File: src/rtl/sat_acc_pkg.sv
package sat_acc_pkg;

  typedef enum logic [0:0] {
    ST_IDLE = 1'b0,
    ST_RUN  = 1'b1
  } loop_state_e;

endpackage

File: src/rtl/sal_mux2.sv
module sal_mux2 #(
  parameter int W = 16
) (
  input  logic         sel,
  input  logic [W-1:0] in0,
  input  logic [W-1:0] in1,
  output logic [W-1:0] out
);

  assign out = sel ? in1 : in0;

endmodule

File: src/rtl/sal_addcmp.sv
module sal_addcmp #(
  parameter int DW = 16
) (
  input  logic [DW-1:0] acc,
  input  logic [DW-1:0] diff,
  output logic [DW:0]   sum_w,
  output logic          hi_pred,
  output logic          lo_pred
);

  localparam logic signed [DW:0] MAX_W = {2'b00, {(DW-1){1'b1}}};
  localparam logic signed [DW:0] MIN_W = {2'b11, {(DW-1){1'b0}}};

  function automatic logic [DW:0] widen_add(input logic [DW-1:0] a,
                                            input logic [DW-1:0] b);
    return {a[DW-1], a} + {b[DW-1], b};
  endfunction

  function automatic logic above_max(input logic [DW:0] s);
    return $signed(s) > MAX_W;
  endfunction

  function automatic logic below_min(input logic [DW:0] s);
    return $signed(s) < MIN_W;
  endfunction

  // both range tests work on the sum in parallel; neither waits on the other
  assign sum_w   = widen_add(acc, diff);
  assign hi_pred = above_max(sum_w);
  assign lo_pred = below_min(sum_w);

endmodule

File: src/rtl/sal_commit.sv
module sal_commit #(
  parameter int DW = 16
) (
  input  logic [DW:0]   sum_w,
  input  logic          hi_pred,
  input  logic          lo_pred,
  output logic [DW-1:0] commit_val
);

  localparam logic [DW-1:0] MAX_V = {1'b0, {(DW-1){1'b1}}};
  localparam logic [DW-1:0] MIN_V = {1'b1, {(DW-1){1'b0}}};

  logic [DW-1:0] lo_stage;

  // first stage: lower bound against raw sum
  sal_mux2 #(.W(DW)) u_lo (
    .sel (lo_pred),
    .in0 (sum_w[DW-1:0]),
    .in1 (MIN_V),
    .out (lo_stage)
  );

  // second stage: upper bound wins over everything before it
  sal_mux2 #(.W(DW)) u_hi (
    .sel (hi_pred),
    .in0 (lo_stage),
    .in1 (MAX_V),
    .out (commit_val)
  );

endmodule

File: src/rtl/sal_exit_switch.sv
module sal_exit_switch #(
  parameter int DW = 16
) (
  input  logic          to_exit,
  input  logic [DW-1:0] val_in,
  output logic [DW-1:0] body_val,
  output logic [DW-1:0] exit_val
);

  assign body_val = to_exit ? '0 : val_in;
  assign exit_val = to_exit ? val_in : '0;

endmodule

File: src/rtl/sal_loop_ctrl.sv
module sal_loop_ctrl
  import sat_acc_pkg::*;
#(
  parameter int LW = 8
) (
  input  logic          clk,
  input  logic          rst,
  input  logic          start,
  input  logic [LW-1:0] len,
  input  logic          diff_valid,
  output logic          busy,
  output logic          first,
  output logic          accept_start,
  output logic          loop_go,
  output logic          take_iter,
  output logic          exit_fire,
  output logic [LW-1:0] idx_cur,
  output logic [LW-1:0] len_q
);

  loop_state_e   state_q;
  logic          first_q;
  logic [LW-1:0] idx_q;
  logic [LW-1:0] idx_nxt;

  function automatic logic [LW-1:0] bump(input logic [LW-1:0] v);
    return v + {{(LW-1){1'b0}}, 1'b1};
  endfunction

  assign busy  = (state_q == ST_RUN);
  assign first = first_q;

  // loop-carried select for the index: zero on the first pass
  sal_mux2 #(.W(LW)) u_idx_carry (
    .sel (first_q),
    .in0 (idx_q),
    .in1 ({LW{1'b0}}),
    .out (idx_cur)
  );

  assign accept_start = !busy && start;
  assign loop_go      = busy && (idx_cur < len_q);
  assign exit_fire    = busy && !loop_go;
  assign take_iter    = loop_go && diff_valid;
  assign idx_nxt      = bump(idx_cur);

  always_ff @(posedge clk) begin
    if (rst) begin
      state_q <= ST_IDLE;
      first_q <= 1'b0;
      idx_q   <= '0;
      len_q   <= '0;
    end else begin
      case (state_q)
        ST_IDLE: begin
          if (accept_start) begin
            state_q <= ST_RUN;
            first_q <= 1'b1;
            len_q   <= len;
          end
        end
        default: begin
          if (exit_fire) begin
            state_q <= ST_IDLE;
            first_q <= 1'b0;
          end else if (take_iter) begin
            idx_q   <= idx_nxt;
            first_q <= 1'b0;
          end
        end
      endcase
    end
  end

endmodule

File: src/rtl/sat_loop_acc.sv
module sat_loop_acc #(
  parameter int DW = 16,
  parameter int LW = 8
) (
  input  logic          clk,
  input  logic          rst,
  input  logic          start,
  input  logic [DW-1:0] pred,
  input  logic [LW-1:0] len,
  input  logic [DW-1:0] diff,
  input  logic          diff_valid,
  output logic          diff_ready,
  output logic [DW-1:0] result,
  output logic          done
);

  logic          busy;
  logic          first;
  logic          accept_start;
  logic          loop_go;
  logic          take_iter;
  logic          exit_fire;
  logic [LW-1:0] idx_cur;
  logic [LW-1:0] len_q;

  logic [DW-1:0] init_q;
  logic [DW-1:0] acc_q;
  logic [DW-1:0] acc_cur;
  logic [DW-1:0] body_val;
  logic [DW-1:0] exit_val;
  logic [DW:0]   sum_w;
  logic          hi_pred;
  logic          lo_pred;
  logic [DW-1:0] commit_val;
  logic [DW-1:0] result_q;
  logic          done_q;

  sal_loop_ctrl #(.LW(LW)) u_ctrl (
    .clk          (clk),
    .rst          (rst),
    .start        (start),
    .len          (len),
    .diff_valid   (diff_valid),
    .busy         (busy),
    .first        (first),
    .accept_start (accept_start),
    .loop_go      (loop_go),
    .take_iter    (take_iter),
    .exit_fire    (exit_fire),
    .idx_cur      (idx_cur),
    .len_q        (len_q)
  );

  // loop-carried select for the value: captured start value on the first pass
  sal_mux2 #(.W(DW)) u_acc_carry (
    .sel (first),
    .in0 (acc_q),
    .in1 (init_q),
    .out (acc_cur)
  );

  sal_exit_switch #(.DW(DW)) u_switch (
    .to_exit  (exit_fire),
    .val_in   (acc_cur),
    .body_val (body_val),
    .exit_val (exit_val)
  );

  sal_addcmp #(.DW(DW)) u_addcmp (
    .acc     (body_val),
    .diff    (diff),
    .sum_w   (sum_w),
    .hi_pred (hi_pred),
    .lo_pred (lo_pred)
  );

  sal_commit #(.DW(DW)) u_commit (
    .sum_w      (sum_w),
    .hi_pred    (hi_pred),
    .lo_pred    (lo_pred),
    .commit_val (commit_val)
  );

  always_ff @(posedge clk) begin
    if (rst) begin
      init_q   <= '0;
      acc_q    <= '0;
      result_q <= '0;
      done_q   <= 1'b0;
    end else begin
      if (accept_start) init_q <= pred;
      if (take_iter)    acc_q  <= commit_val;
      if (exit_fire)    result_q <= exit_val;
      done_q <= exit_fire;
    end
  end

  assign diff_ready = loop_go;
  assign result     = result_q;
  assign done       = done_q;

endmodule

File: config.mk
export PLATFORM = sky130hd
export DESIGN_NAME = sat_loop_acc
export DESIGN_NICKNAME = d
export VERILOG_FILES = /design/src/rtl/sat_acc_pkg.sv /design/src/rtl/sal_mux2.sv /design/src/rtl/sal_addcmp.sv /design/src/rtl/sal_commit.sv /design/src/rtl/sal_exit_switch.sv /design/src/rtl/sal_loop_ctrl.sv /design/src/rtl/sat_loop_acc.sv
export SDC_FILE = /design/constraint.sdc
export NUM_CORES = 1
export LEC_CHECK = 0
export BUFFER_PORTS_ARGS = -buffer_cell sky130_fd_sc_hd__buf_2
export CORE_MARGIN = 3
export CORE_UTILIZATION = 30
export DETAILED_ROUTE_END_ITERATION = 8
export GPL_TIMING_DRIVEN = 0
export PLACE_DENSITY_LB_ADDON = 0.3
export SYNTH_ARGS = -nofsm -noshare
export SYNTH_HDL_FRONTEND = slang
export SYNTH_HIERARCHICAL = 1
export SYNTH_SLANG_ARGS = --single-unit
File: constraint.sdc
create_clock -name clk -period 6.5 [get_ports clk]
set_input_delay 0.975 -clock clk [delete_from_list [all_inputs] [get_ports clk]]
set_output_delay 0.975 -clock clk [all_outputs]
set_load 0.005 [all_outputs]
* Word-level counts from Yosys, hierarchy flattened
Index checks and enable logic that the tools add are counted.
Storage, ports and cells: flip-flop bits (word level) 67, latch bits 0, memory bits (writable) 0, ROM bits 0, bits of input ports 44, output and inout bits 18, word-level logic and storage cells 38, memories 0
Cells by class: $add $sub $neg 2, multipliers 0, divide/modulo/power cells 0, order comparisons 3, equality and inequality tests 1, shifts and indexed selects 0, mux-type cells 12, bitwise logic cells 2, reduce and logical (&&, ||, !) cells 10
Operators by type and width (count):
- $mux 16 | 4
- $add 16x16->17 | 1
- $gt 17x16->1 const B | 1
- $lt 17x16->1 const B | 1
- $add 8x1->8 const B | 1
- $lt 8x8->1 | 1
- $mux 8 | 1
- $mux 1 | 7
- $logic_and 1x1->1 | 4
- $reduce_and 2->1 | 2
- $ne 3x3->1 const B | 1
- $reduce_and 3->1 | 1
- $logic_not 1->1 | 2
- $not 1->1 | 2
- $reduce_bool 2->1 | 1

* Longest topological paths before layout
depth after elaboration 10, mapped depth 23, mapped depth without buffers 20

* Hierarchy
Netlist, hierarchy kept.
Modules (own cells, without submodules):
- sat_loop_acc | times used 1, cells each 157, area an instance 1762.9 µm², seq. area each 980.9 µm²
- sal_loop_ctrl | times used 1, cells each 132, area an instance 1091.0 µm², seq. area each 360.3 µm²
- sal_addcmp | times used 1, cells each 107, area an instance 817.0 µm², seq. area each 0.0 µm²
- sal_mux2 at u_acc_carry ... | times used 3, cells each 18, area an instance 249.0 µm², seq. area each 0.0 µm²
- sal_exit_switch | times used 1, cells each 35, area an instance 216.5 µm², seq. area each 0.0 µm²
- sal_mux2 at u_ctrl.u_idx_carry | times used 1, cells each 9, area an instance 131.4 µm², seq. area each 0.0 µm²
- sal_commit | times used 1, cells each 2, area an instance 7.5 µm², seq. area each 0.0 µm²

* Worst setup path after synthesis
OpenSTA, ideal clock, no wires.
path kind reg-to-reg, from reg u_ctrl.first_q, in the netlist u_ctrl/first, to reg acc_q[4], library setup time 128 ps, data arrival time 4657 ps, required time 6372 ps, path slack 1715 ps, cell stages (with the launch flop) 22, path buffers 4, clock period less this slack 4785 ps, cell sequence dfxtp_1 > buf_6 > mux2_4 > ha_1 > nand2_1 > o21a_1 > nor3_1 > o21a_1 > buf_2 > nor2b_1 > ha_1 > a211o_1 > a211oi_1 > nor2_1 > a21o_2 > o32ai_1 > buf_6 > buf_12 > mux2_4 > mux2_4 > mux2i_1 > nor2_1
On the way: word-level cells in the longest chain between the ends 10, elaborated cells on any way between the ends 13, those cells by class 1 x add/sub; 3 x order compare; 5 x mux; 4 x reduce/logical
Ends and longest elaborated chain:
- start, declared | line sal_loop_ctrl.sv:22 | logic first_q;
- start signal, assigned | line sal_loop_ctrl.sv:50 | first_q <= 1'b0;
- start signal, assigned | line sal_loop_ctrl.sv:58 | first_q <= 1'b1;
- start signal, assigned | line sal_loop_ctrl.sv:65 | first_q <= 1'b0;
- $mux 8 | line sal_mux2.sv:10 | assign out = sel ? in1 : in0;
- named net idx_cur[4] | line sat_loop_acc.sv:23 | logic [LW-1:0] idx_cur;
- $lt 8x8->1 | line sal_loop_ctrl.sv:42 | assign loop_go = busy && (idx_cur < len_q);
- $logic_and 1x1->1 | line sal_loop_ctrl.sv:42
- $logic_not 1->1 | line sal_loop_ctrl.sv:43 | assign exit_fire = busy && !loop_go;
- $logic_and 1x1->1 | line sal_loop_ctrl.sv:43
- named net exit_fire | line sat_loop_acc.sv:22 | logic exit_fire;
- $mux 16 | line sal_exit_switch.sv:10 | assign body_val = to_exit ? '0 : val_in;
- named net body_val[1] | line sat_loop_acc.sv:29 | logic [DW-1:0] body_val;
- $add 16x16->17 | line sal_addcmp.sv:16 | return {a[DW-1], a} + {b[DW-1], b};
- $lt 17x16->1 | line sal_addcmp.sv:24 | return $signed(s) < MIN_W;
- named net lo_pred | line sat_loop_acc.sv:33 | logic lo_pred;
- $mux 16 | line sal_mux2.sv:10
- named net u_commit.lo_stage[4] | line sal_commit.sv:13 | logic [DW-1:0] lo_stage;
- $mux 16 | line sal_mux2.sv:10
- named net commit_val[4] | line sat_loop_acc.sv:34 | logic [DW-1:0] commit_val;
- end signal, assigned | line sat_loop_acc.sv:92 | if (take_iter) acc_q <= commit_val;
- end, declared | line sat_loop_acc.sv:27 | logic [DW-1:0] acc_q;
The timed path passes the listed nets, and every way through them passes these cells. A chain may end at the register's enable or synchronous reset.

* Worst setup path in the final report
from reg u_ctrl.first_q, in the netlist u_ctrl/first, to reg acc_q[12]
Same word-level chain as after synthesis.

==> flow_metrics.py <==
metrics = {
    "synth": {
        "syn_area_um2": 4760,
        "avgSynthCellArea_um2": 9.62,
        "ys_warn_count": 6,
        "syn_inst": 495,
    },
    "grt": {
        "grt_pass1_wl_mm": 18.7,
        "grt_max_degree": 12,
        "grt_pass1_vias": 3715,
        "grt_overflow": 0,
        "antenna_found_initial": 0,
        "grtUsageTotal_pct": 13.1,
    },
    "place": {
        "dpl_cell_area_um2": 5470,
        "port_buffers": 61,
        "dp_hpwl_mm": 9.06,
        "place_congestion": 0.838,
    },
    "sta": {
        "fin_crit_sh_pct": 84.6,
        "finalSetupViolCount": 0,
        "rsz0062_at_grt": "false",
        "finalMaxSlewViolations": 0,
        "tns_ns": 0,
        "slew_headroom_pct": 62.2,
        "period_minus_slack_ns": 5.50,
        "hold_viol_final": 0,
        "max_freq_mhz": 182,
        "worstMarginPinSlew_ns": 0.566,
        "skew_ns": 0.00583,
    },
    "power": {
        "leakagePower_nw": 2.55,
        "vdd_ir_drop_max_mv": 0.187,
        "powerDensity_nw_per_um2": 241,
    },
    "clock_network": {
        "insertion_delay_ns": 0.33,
        "cts_root_buf": "clkbuf_16",
        "path_clk_slew_ns": 0.06,
        "clockBufferDepth": 2,
        "cts_tree": "built",
        "cts_hold_buf": 0,
        "cts-resized-gates": 0,
        "post_cts_buffers": 0,
        "cts_sinks": 67,
        "htree_levels": 3,
        "numCtsBuffers": 9,
    },
    "critical_path": {
        "crit_path_end_kind": "flop",
        "crit_fanout": 10,
        "worst_ep_arrival_time_ns": 5.70,
        "reg2reg_from": "u_ctrl/first",
        "crit_path_start": "u_ctrl/first",
        "startpoint_type": "flop",
        "critical_path_class": "flop to flop",
        "crit_required_ns": 6.69,
    },
    "layout": {
        "fillers": 1546,
        "finalNetCount": 673,
        "area_growth_pct": 20.5,
        "drive_above_1_share_pct": 28.0,
        "fin_area_um2": 5740,
        "antenna_cells": 0,
    },
    "drt": {
        "drc": 0,
        "drt-total-wl_mm": 11.2,
        "drt-initial-drc-count": 178,
        "avgRoutedWirePerCell_um": 13.7,
        "vias": 3710,
        "avgViaCountPerCell": 4.53,
        "detail-route-antenna-nets": 0,
        "drt-pass1-iter-count": 4,
    },
    "die": {
        "fp.coreArea_um2": 15400,
        "die_w_um": 132,
        "die_h_um": 132,
        "initial_core_util_pct": 31.0,
        "row_count": 45,
        "ioPinCount": 62,
        "design.die.area_um2": 17400,
    },
    "hold_path": {
        "min_path_type": "flop to flop",
        "hold_start": "u_ctrl/len_q[3]",
    },
    "run_status": {
        "run_status": "completed",
    },
    "flow_run": {
        "cap_violations": 0,
    },
}
-- critical path: stages, from the launching register on --
cell      delay [ns]
dfxtp_1         0.40
buf_6           0.19
mux2_4          0.35
ha_1            0.30
nand2_1         0.06
o21a_1          0.21
nor3_1          0.34
o21a_1          0.28
buf_2           0.27
nor2b_1         0.10
ha_1            0.30
a211o_1         0.33
a211oi_1        0.40
nor2_1          0.15
a21o_2          0.27
o32ai_1         0.27
buf_6           0.19
buf_12          0.15
mux2_4          0.30
mux2_4          0.27
mux2i_1         0.14
nor2_1          0.05
-- registers in the layout, indices dropped and copies added, names as in the netlist --
name / count
acc_q: 16
init_q: 16
result: 16
u_ctrl/idx_q: 8
u_ctrl/len_q: 8
done: 1
u_ctrl/busy: 1
u_ctrl/first: 1
-- cell usage in the layout, fill, tap and decap left out, types with 19 or more instances in the layout --
cell type,n
dfxtp_1,67
nor2b_1,23
inv_1,19
ha_1,24
nand2_1,26
mux2i_1,49
buf_2,66
nor2_1,60
conb_1,40
mux2_4,42
-- final cells by class --
cell class / count / area (µm²) / area share, %
inverter: 21 / 78.8 / 1.37
clock buffer: 10 / 239 / 4.16
tap: 211 / 264 / 4.60
multi-input combinational: 420 / 3230 / 56.3
timing repair buffer: 61 / 305 / 5.32
clock inverter: 5 / 30.0 / 0.523
sequential: 67 / 1340 / 23.4
buffer: 24 / 248 / 4.32
-- per-stage QoR --
stage / setup slack (ns) / instances / utilization, % / power (mW) / hold slack, ns
after detailed placement: 1.03 / 804 / 35.6 / 0.953 / 0.449
after global placement: 1.07 / 804 / 35.6 / 0.944 / 0.448
final: 0.999 / 819 / 37.3 / 1.38 / 0.460
after global routing: 0.679 / 819 / 37.3 / 1.47 / 0.480
after CTS: 0.999 / 819 / 37.3 / 1.40 / 0.463
after floorplan: 1.72 / 532 / - / 0.854 / 0.432
-- layer usage --
metal | share of wire, % | up-vias | wire [µm] | GRT usage [%]
met5 | 0 | - | 0 | 0
li1 | - | 1911 | - | -
met1 | 50 | 1709 | 5640 | 18.1
met2 | 44 | 75 | 4970 | 20.7
met3 | 4.1 | 15 | 455 | 3.09
met4 | 1.4 | 0 | 155 | 3.38
-- power by group --
group	switching [mW]	internal, mW	leakage, nW
registers	0.0152	0.437	0.545
logic	0.233	0.259	1.87
clock network	0.173	0.264	0.130
-- path summary, 6_finish.rpt --
kind,end,slack (ns),cells after the start
hold reg to reg,u_ctrl/len_q[3],0.46,2
setup / recovery,acc_q[12],1.0,21
setup reg to reg,acc_q[12],1.0,21
hold / removal,u_ctrl/len_q[3],0.46,2
(Power assumes the default switching activity.)
